[src/rtl/spi_xfer_pkg.sv]
package spi_xfer_pkg;
   // Per-frame settings, latched when a start is accepted
   typedef struct packed {
      logic cpol;
      logic cpha;
      logic wide;
      logic lsb_first;
   } spi_mode_t;
endpackage

[src/rtl/spi_xfer_divider.sv]
module spi_xfer_divider #(
   parameter int DIV_W = 8
) (
   input  logic             clk,
   input  logic             rst_n,
   input  logic             clr,
   input  logic             run,
   input  logic [DIV_W-1:0] limit,
   output logic             tick
);
   logic [DIV_W-1:0] cnt_q;

   // One tick every limit+1 clocks while running
   always_ff @(posedge clk or negedge rst_n) begin
      if (!rst_n)                  cnt_q <= '0;
      else if (clr || !run)        cnt_q <= '0;
      else if (cnt_q == limit)     cnt_q <= '0;
      else                         cnt_q <= cnt_q + 1'b1;
   end

   assign tick = run && !clr && (cnt_q == limit);
endmodule

[src/rtl/spi_xfer_sequencer.sv]
module spi_xfer_sequencer #(
   parameter int LONG_W  = 16,
   parameter int SHORT_W = 8
) (
   input  logic clk,
   input  logic rst_n,
   input  logic go,
   input  logic tick,
   input  logic live_cpol,
   input  logic cpol_q,
   input  logic cpha_q,
   input  logic wide_q,
   output logic busy,
   output logic sck,
   output logic sample_stb,
   output logic shift_stb,
   output logic finish
);
   localparam int EW = $clog2(2 * LONG_W + 1);
   localparam logic [EW-1:0] EDGES_LONG  = EW'(2 * LONG_W);
   localparam logic [EW-1:0] EDGES_SHORT = EW'(2 * SHORT_W);

   logic          busy_q, sck_q;
   logic [EW-1:0] ecnt_q;
   logic [EW-1:0] last_edge;
   logic          edge_now, odd_edge;

   assign last_edge = wide_q ? EDGES_LONG : EDGES_SHORT;
   assign edge_now  = busy_q && tick && (ecnt_q != last_edge);
   assign finish    = busy_q && tick && (ecnt_q == last_edge);
   assign odd_edge  = ~ecnt_q[0];   // the edge about to happen is 1st, 3rd, ...

   assign sample_stb = edge_now && (cpha_q ? !odd_edge : odd_edge);
   assign shift_stb  = edge_now && (cpha_q ? (odd_edge && (ecnt_q != '0)) : !odd_edge);

   always_ff @(posedge clk or negedge rst_n) begin
      if (!rst_n) begin
         busy_q <= 1'b0;
         sck_q  <= 1'b0;
         ecnt_q <= '0;
      end else if (go) begin
         busy_q <= 1'b1;
         sck_q  <= live_cpol;
         ecnt_q <= '0;
      end else if (finish) begin
         busy_q <= 1'b0;
         sck_q  <= cpol_q;
      end else if (edge_now) begin
         sck_q  <= ~sck_q;
         ecnt_q <= ecnt_q + 1'b1;
      end else if (!busy_q) begin
         sck_q  <= live_cpol;
      end
   end

   assign busy = busy_q;
   assign sck  = sck_q;
endmodule

[src/rtl/spi_xfer_datapath.sv]
module spi_xfer_datapath #(
   parameter int LONG_W  = 16,
   parameter int SHORT_W = 8
) (
   input  logic              clk,
   input  logic              rst_n,
   input  logic              load,
   input  logic              load_lsb,
   input  logic              load_wide,
   input  logic [LONG_W-1:0] tx_word,
   input  logic              wide_q,
   input  logic              lsb_q,
   input  logic              sample_stb,
   input  logic              shift_stb,
   input  logic              finish,
   input  logic              miso,
   output logic              mosi,
   output logic [LONG_W-1:0] rx_word,
   output logic              done
);
   localparam int PAD_W = LONG_W - SHORT_W;

   logic [LONG_W-1:0]  tx_sr_q, rx_sr_q, rx_word_q;
   logic [LONG_W-1:0]  tx_rev_l, rx_rev_l, tx_in, rx_sel;
   logic [SHORT_W-1:0] tx_rev_s, rx_rev_s;
   logic               done_q;

   // Mirror the frame so the engine always shifts from the top bit
   for (genvar i = 0; i < LONG_W; i++) begin : g_rev_long
      assign tx_rev_l[i] = tx_word[LONG_W-1-i];
      assign rx_rev_l[i] = rx_sr_q[LONG_W-1-i];
   end
   for (genvar i = 0; i < SHORT_W; i++) begin : g_rev_short
      assign tx_rev_s[i] = tx_word[SHORT_W-1-i];
      assign rx_rev_s[i] = rx_sr_q[SHORT_W-1-i];
   end

   always_comb begin
      if (!load_lsb)     tx_in = tx_word;
      else if (load_wide) tx_in = tx_rev_l;
      else               tx_in = {{PAD_W{1'b0}}, tx_rev_s};
   end

   always_comb begin
      if (wide_q) rx_sel = lsb_q ? rx_rev_l : rx_sr_q;
      else        rx_sel = {{PAD_W{1'b0}}, (lsb_q ? rx_rev_s : rx_sr_q[SHORT_W-1:0])};
   end

   always_ff @(posedge clk or negedge rst_n) begin
      if (!rst_n) begin
         tx_sr_q   <= '0;
         rx_sr_q   <= '0;
         rx_word_q <= '0;
         done_q    <= 1'b0;
      end else begin
         done_q <= finish;
         if (load) begin
            tx_sr_q <= tx_in;
            rx_sr_q <= '0;
         end else begin
            if (shift_stb)  tx_sr_q <= {tx_sr_q[LONG_W-2:0], 1'b0};
            if (sample_stb) rx_sr_q <= {rx_sr_q[LONG_W-2:0], miso};
         end
         if (finish) rx_word_q <= rx_sel;
      end
   end

   assign mosi    = wide_q ? tx_sr_q[LONG_W-1] : tx_sr_q[SHORT_W-1];
   assign rx_word = rx_word_q;
   assign done    = done_q;
endmodule

[src/rtl/spi_xfer_master.sv]
module spi_xfer_master #(
   parameter int LONG_W  = 16,
   parameter int SHORT_W = 8,
   parameter int DIV_W   = 8
) (
   input  logic              clk,
   input  logic              rst_n,
   input  logic              start_i,
   input  logic [LONG_W-1:0] tx_word_i,
   input  logic              cpol_i,
   input  logic              cpha_i,
   input  logic              wide_i,
   input  logic              lsb_first_i,
   input  logic [DIV_W-1:0]  half_div_i,
   input  logic              ss_n_i,
   input  logic              miso_i,
   output logic              sck_o,
   output logic              mosi_o,
   output logic              ss_n_o,
   output logic              busy_o,
   output logic              done_o,
   output logic [LONG_W-1:0] rx_word_o
);
   import spi_xfer_pkg::*;

   if (SHORT_W < 2) begin : g_bad_short
      $error("SHORT_W must be at least 2");
   end
   if (LONG_W <= SHORT_W) begin : g_bad_long
      $error("LONG_W must exceed SHORT_W");
   end
   if (DIV_W < 1) begin : g_bad_div
      $error("DIV_W must be at least 1");
   end

   spi_mode_t        mode_live, mode_q;
   logic [DIV_W-1:0] div_q;
   logic             go, tick, busy, sample_stb, shift_stb, finish, ss_q;

   assign mode_live = '{cpol: cpol_i, cpha: cpha_i, wide: wide_i, lsb_first: lsb_first_i};
   assign go        = start_i && !busy;

   always_ff @(posedge clk or negedge rst_n) begin
      if (!rst_n) begin
         mode_q <= '0;
         div_q  <= '0;
         ss_q   <= 1'b1;
      end else begin
         ss_q <= ss_n_i;
         if (go) begin
            mode_q <= mode_live;
            div_q  <= half_div_i;
         end
      end
   end

   spi_xfer_divider #(.DIV_W(DIV_W)) u_div (
      .clk   (clk),
      .rst_n (rst_n),
      .clr   (go),
      .run   (busy),
      .limit (div_q),
      .tick  (tick)
   );

   spi_xfer_sequencer #(.LONG_W(LONG_W), .SHORT_W(SHORT_W)) u_seq (
      .clk        (clk),
      .rst_n      (rst_n),
      .go         (go),
      .tick       (tick),
      .live_cpol  (cpol_i),
      .cpol_q     (mode_q.cpol),
      .cpha_q     (mode_q.cpha),
      .wide_q     (mode_q.wide),
      .busy       (busy),
      .sck        (sck_o),
      .sample_stb (sample_stb),
      .shift_stb  (shift_stb),
      .finish     (finish)
   );

   spi_xfer_datapath #(.LONG_W(LONG_W), .SHORT_W(SHORT_W)) u_dp (
      .clk        (clk),
      .rst_n      (rst_n),
      .load       (go),
      .load_lsb   (lsb_first_i),
      .load_wide  (wide_i),
      .tx_word    (tx_word_i),
      .wide_q     (mode_q.wide),
      .lsb_q      (mode_q.lsb_first),
      .sample_stb (sample_stb),
      .shift_stb  (shift_stb),
      .finish     (finish),
      .miso       (miso_i),
      .mosi       (mosi_o),
      .rx_word    (rx_word_o),
      .done       (done_o)
   );

   assign busy_o = busy;
   assign ss_n_o = ss_q;
endmodule

[config.mk]
export PLATFORM = sky130hd
export DESIGN_NAME = spi_xfer_master
export DESIGN_NICKNAME = d
export VERILOG_FILES = /design/src/rtl/spi_xfer_pkg.sv /design/src/rtl/spi_xfer_divider.sv /design/src/rtl/spi_xfer_sequencer.sv /design/src/rtl/spi_xfer_datapath.sv /design/src/rtl/spi_xfer_master.sv
export SDC_FILE = /design/constraint.sdc
export NUM_CORES = 1
export LEC_CHECK = 0
export ABC_AREA = 1
export BUFFER_PORTS_ARGS = -buffer_cell sky130_fd_sc_hd__buf_2
export CORE_UTILIZATION = 40
export CTS_BUF_LIST = sky130_fd_sc_hd__clkbuf_8
export CTS_CLUSTER_SIZE = 30
export DETAILED_ROUTE_END_ITERATION = 6
export GPL_TIMING_DRIVEN = 0
export PLACE_DENSITY = 0.69
export SLEW_MARGIN = 20
export SYNTH_ARGS = -nofsm -noshare
export SYNTH_HDL_FRONTEND = slang
export SYNTH_HIERARCHICAL = 1
export SYNTH_SLANG_ARGS = --single-unit
[constraint.sdc]
create_clock -name clk -period 4.4 [get_ports clk]
set_input_delay 0.88 -clock clk [delete_from_list [all_inputs] [get_ports clk]]
set_output_delay 0.88 -clock clk [all_outputs]
set_load 0.02 [all_outputs]
==> flow_metrics.tcl <==
set metrics [dict create \
    yosysSeqAreaShare 0.4599 \
    synth-seq-cells 78 \
    ir_worst_vdd_uv 137.2 \
    layout.nets 667 \
    ctsHtreeMaxLevel 3 \
    numPortBuffers 53 \
    core-area_sq_um 10320 \
    grt_first_pass_wirelength_um 16570 \
    r2r_end "u_dp/rx_sr_q[7]$_DFFE_PN0P_" \
    dp_hpwl_um 7124 \
    yosys-top-cells-area "dfrtp_1 45%, nand2_1 13%, inv_1 6.7%, o21ai_0 6.6%, nand3_1 6.1%" \
    leakage_nw 2.562 \
    cts_tree "done" \
    vias 3768 \
    start_util 0.4113 \
    die_w_um 105.0 \
    antenna_found_initial 0 \
    worst_hold_path_type "in2async" \
    rows 37 \
    post_cts_buffers 0 \
    cts.path.max_buffers 2 \
    r2r_slack_ns 1.53 \
    drt_iter0_markers 153 \
    cts_resized 0 \
    crit_slowest_cell "dfrtp_1" \
    power.switching_uw 773.0 \
    area_growth_pct 15.35 \
    crit_chain "inv_1 > nand2_2 > buf_6 > inv_1 > nor2_1 > inv_1 > nor2_1 > nand2_2 > inv_2 > nand2_4 > nor3_1 > clkbuf_1 > o21ai_0 > a21oi_1" \
    drv_cap 0 \
    timing.rr.start "u_seq/busy$_DFFE_PN0P_" \
    placed_area_sq_um 4712 \
    cts_made_buffers 9 \
    netlist_instances 566 \
    drive_above_1_share 0.1903 \
    max_stage_delay_ns 0.50 \
    cp.required_ns 4.67 \
    slew_headroom 0.6394 \
    synth_edf_count 0 \
    drc 0 \
    fin_skew_ns 0.009485 \
    syn_avg_cell_area_sq_um 7.503 \
    post_drt_wl_per_cell_um 12.56 \
    insertion_delay_ns 0.36 \
    period_needed_ns 2.869 \
    crit_family "simple AND/OR/NAND/NOR gates" \
    comb_power_share 0.286 \
    dieArea_sq_um 11030 \
    critPathCaptureType "flop" \
    yosys.area.top_type "dfrtp_1" \
    synth_top_area_share 0.4537 \
    setup_ws_ns 1.531 \
    syn_nets 602 \
    swShare 0.3576 \
    outcome "finished, final reports clean" \
    seqPwrFrac 0.482 \
    ys_warn_count 6 \
    fin_tns_setup_ns 0 \
    grt_usage 0.1874 \
    p_clk_frac 0.232 \
    p_int_mw 1.388 \
    hold_viol 0 \
    critPathMaxFanout 10 \
    power.density_nw_per_um2 441.2 \
    max_freq_ghz 0.3486 \
    reg2reg_depth 14 \
    antennaDiodeCount 0 \
    cp.depth 14 \
    crit_buf_inv 6 \
    grt_pass1_vias 3710 \
    async_flop_share 1.000 \
    grt_overflow 0 \
    clk_pin_slew_ns 0.07 \
    crit_type "reg2reg" \
    synth_commonest_cells "151 x nand2_1, 77 x dfrtp_1, 76 x inv_1" \
    die_h_um 105.0 \
    crit_top_cell "inv_1" \
    clk_root_buffer_cell "clkbuf_8" \
    hold_buffers 0 \
    synthMostInstantiatedCell "nand2_1" \
    syn_area_sq_um 4247 \
    ioPinCount 54 \
    setup_viol_count_final 0 \
    maxSlewViolCount 0 \
    synthDistinctLibCells 30 \
    grt_max_degree 47 \
    via_per_inst 4.881 \
    power.total_mw 2.161 \
    wl_um 9694 \
    cp.arrival_ns 3.14 \
    drtAntennaViolNets 0 \
    gp_congestion 0.8303 \
    first_pass_iters 4 \
    clock_sink_count 78 \
    post-place-ws_ns 1.231 \
    timing.critical_path.from_type "flop" \
    fin_area_sq_um 4898 \
    finalCritPeriodShare 0.6520 \
    ys.flop_type "dfrtp_1" \
    rsz0062_at_grt "no" \
    worst_pin_slew_ns 0.5389 \
]
## how the worst max path moves through the flow
| stage | from | endpoint | slack [ns] |
|---|---|---|---|
| CTS | u_seq/busy$_DFFE_PN0P_ | u_dp/rx_sr_q[14]$_DFFE_PN0P_ | 1.51 |
| detailed placement | start_i | u_dp/rx_sr_q[14]$_DFFE_PN0P_ | 1.23 |
| global placement | start_i | u_dp/rx_word[5]$_DFFE_PN0P_ | 1.22 |
| global route | u_seq/busy$_DFFE_PN0P_ | u_dp/rx_sr_q[7]$_DFFE_PN0P_ | 1.15 |
| finish | u_seq/busy$_DFFE_PN0P_ | u_dp/rx_sr_q[7]$_DFFE_PN0P_ | 1.53 |
| floorplan | start_i | u_dp/rx_sr_q[1]$_DFFE_PN0P_ | 1.78 |
## worst reg2reg max path, cell delays in order, from the launching register on
cell      delay (ns)
dfrtp_1         0.50
inv_1           0.16
nand2_2         0.12
buf_6           0.15
inv_1           0.13
nor2_1          0.26
inv_1           0.07
nor2_1          0.17
nand2_2         0.10
inv_2           0.11
nand2_4         0.09
nor3_1          0.29
clkbuf_1        0.36
o21ai_0         0.13
a21oi_1         0.15
## cell usage in the layout, fill, tap and decap left out, drive strengths merged
master | netlist | final
nand2 | 159 | 159
inv | 81 | 82
dfrtp | 77 | 77
buf | 17 | 71
o21ai | 69 | 69
nor2 | 68 | 68
nand3 | 53 | 53
a21oi | 17 | 17
clkbuf | 3 | 15
xnor2 | 5 | 5
nand4 | 4 | 4
xor2 | 3 | 3
ha | 3 | 3
nor3 | 3 | 3
clkinv | 0 | 2
clkinvlp | 0 | 1
dfstp | 1 | 1
mux2 | 1 | 1
or2 | 1 | 1
o211ai | 1 | 1
## final cells by class
type	count	area, sq um
Multi-Input combinational cell	387	1844
Buffer	20	145.1
Inverter	81	304.0
Tap cell	136	170.2
Clock inverter	4	21.27
Fill cell	1028	5425
Timing Repair Buffer	54	295.3
Sequential cell	78	1953
Clock buffer	12	165.2
## layer usage
layer | track usage | routed length, um
met1 | 0.2374 | 4515
met2 | 0.3169 | 4611
met3 | 0.04304 | 463
met4 | 0.05835 | 102
met5 | 0 | 0
## registers in the layout (all words and copies together), names as in the netlist
register,flops
u_seq/busy,1
u_dp/done,1
u_dp/rx_sr_q,16
u_seq/sck,1
u_seq/ecnt_q,6
u_dp/rx_word,16
u_dp/tx_sr_q,16
mode_q,4
ss_n_o,1
u_div/cnt_q,8
div_q,8
## power groups by stage
stage | clock [mW] | combinational [mW] | sequential (mW)
global placement | 0 | 0.589 | 1.05
floorplan | 0 | 0.466 | 1.02
global route | 0.550 | 0.710 | 1.06
CTS | 0.523 | 0.621 | 1.04
detailed placement | 0 | 0.616 | 1.05
finish | 0.502 | 0.619 | 1.04
## metrics by stage
| stage | cells | hold WS, ns | utilization |
|---|---|---|---|
| 2_1_floorplan | 566 | 0.4419 | - |
| 3_3_place_gp | 755 | 0.4604 | 0.4535 |
| 3_5_place_dp | 756 | 0.4667 | 0.4564 |
| 4_1_cts | 772 | 0.4728 | 0.4745 |
| 5_1_grt | 772 | 0.4969 | 0.4745 |
| 6_report | 772 | 0.4664 | 0.4745 |
## cells by family (layout without fill, tap and decap cells)
kind of cell | count (synthesis) | in the layout | share of synthesized area
mux | 1 | 1 | 0.002652
simple gates | 288 | 288 | 0.2917
flops | 78 | 78 | 0.4599
compound gates | 87 | 87 | 0.1146
xor+xnor | 8 | 8 | 0.01650
buf+inv | 101 | 171 | 0.1058
fa+ha+maj | 3 | 3 | 0.008840
Power figures use the tool's default switching activity.
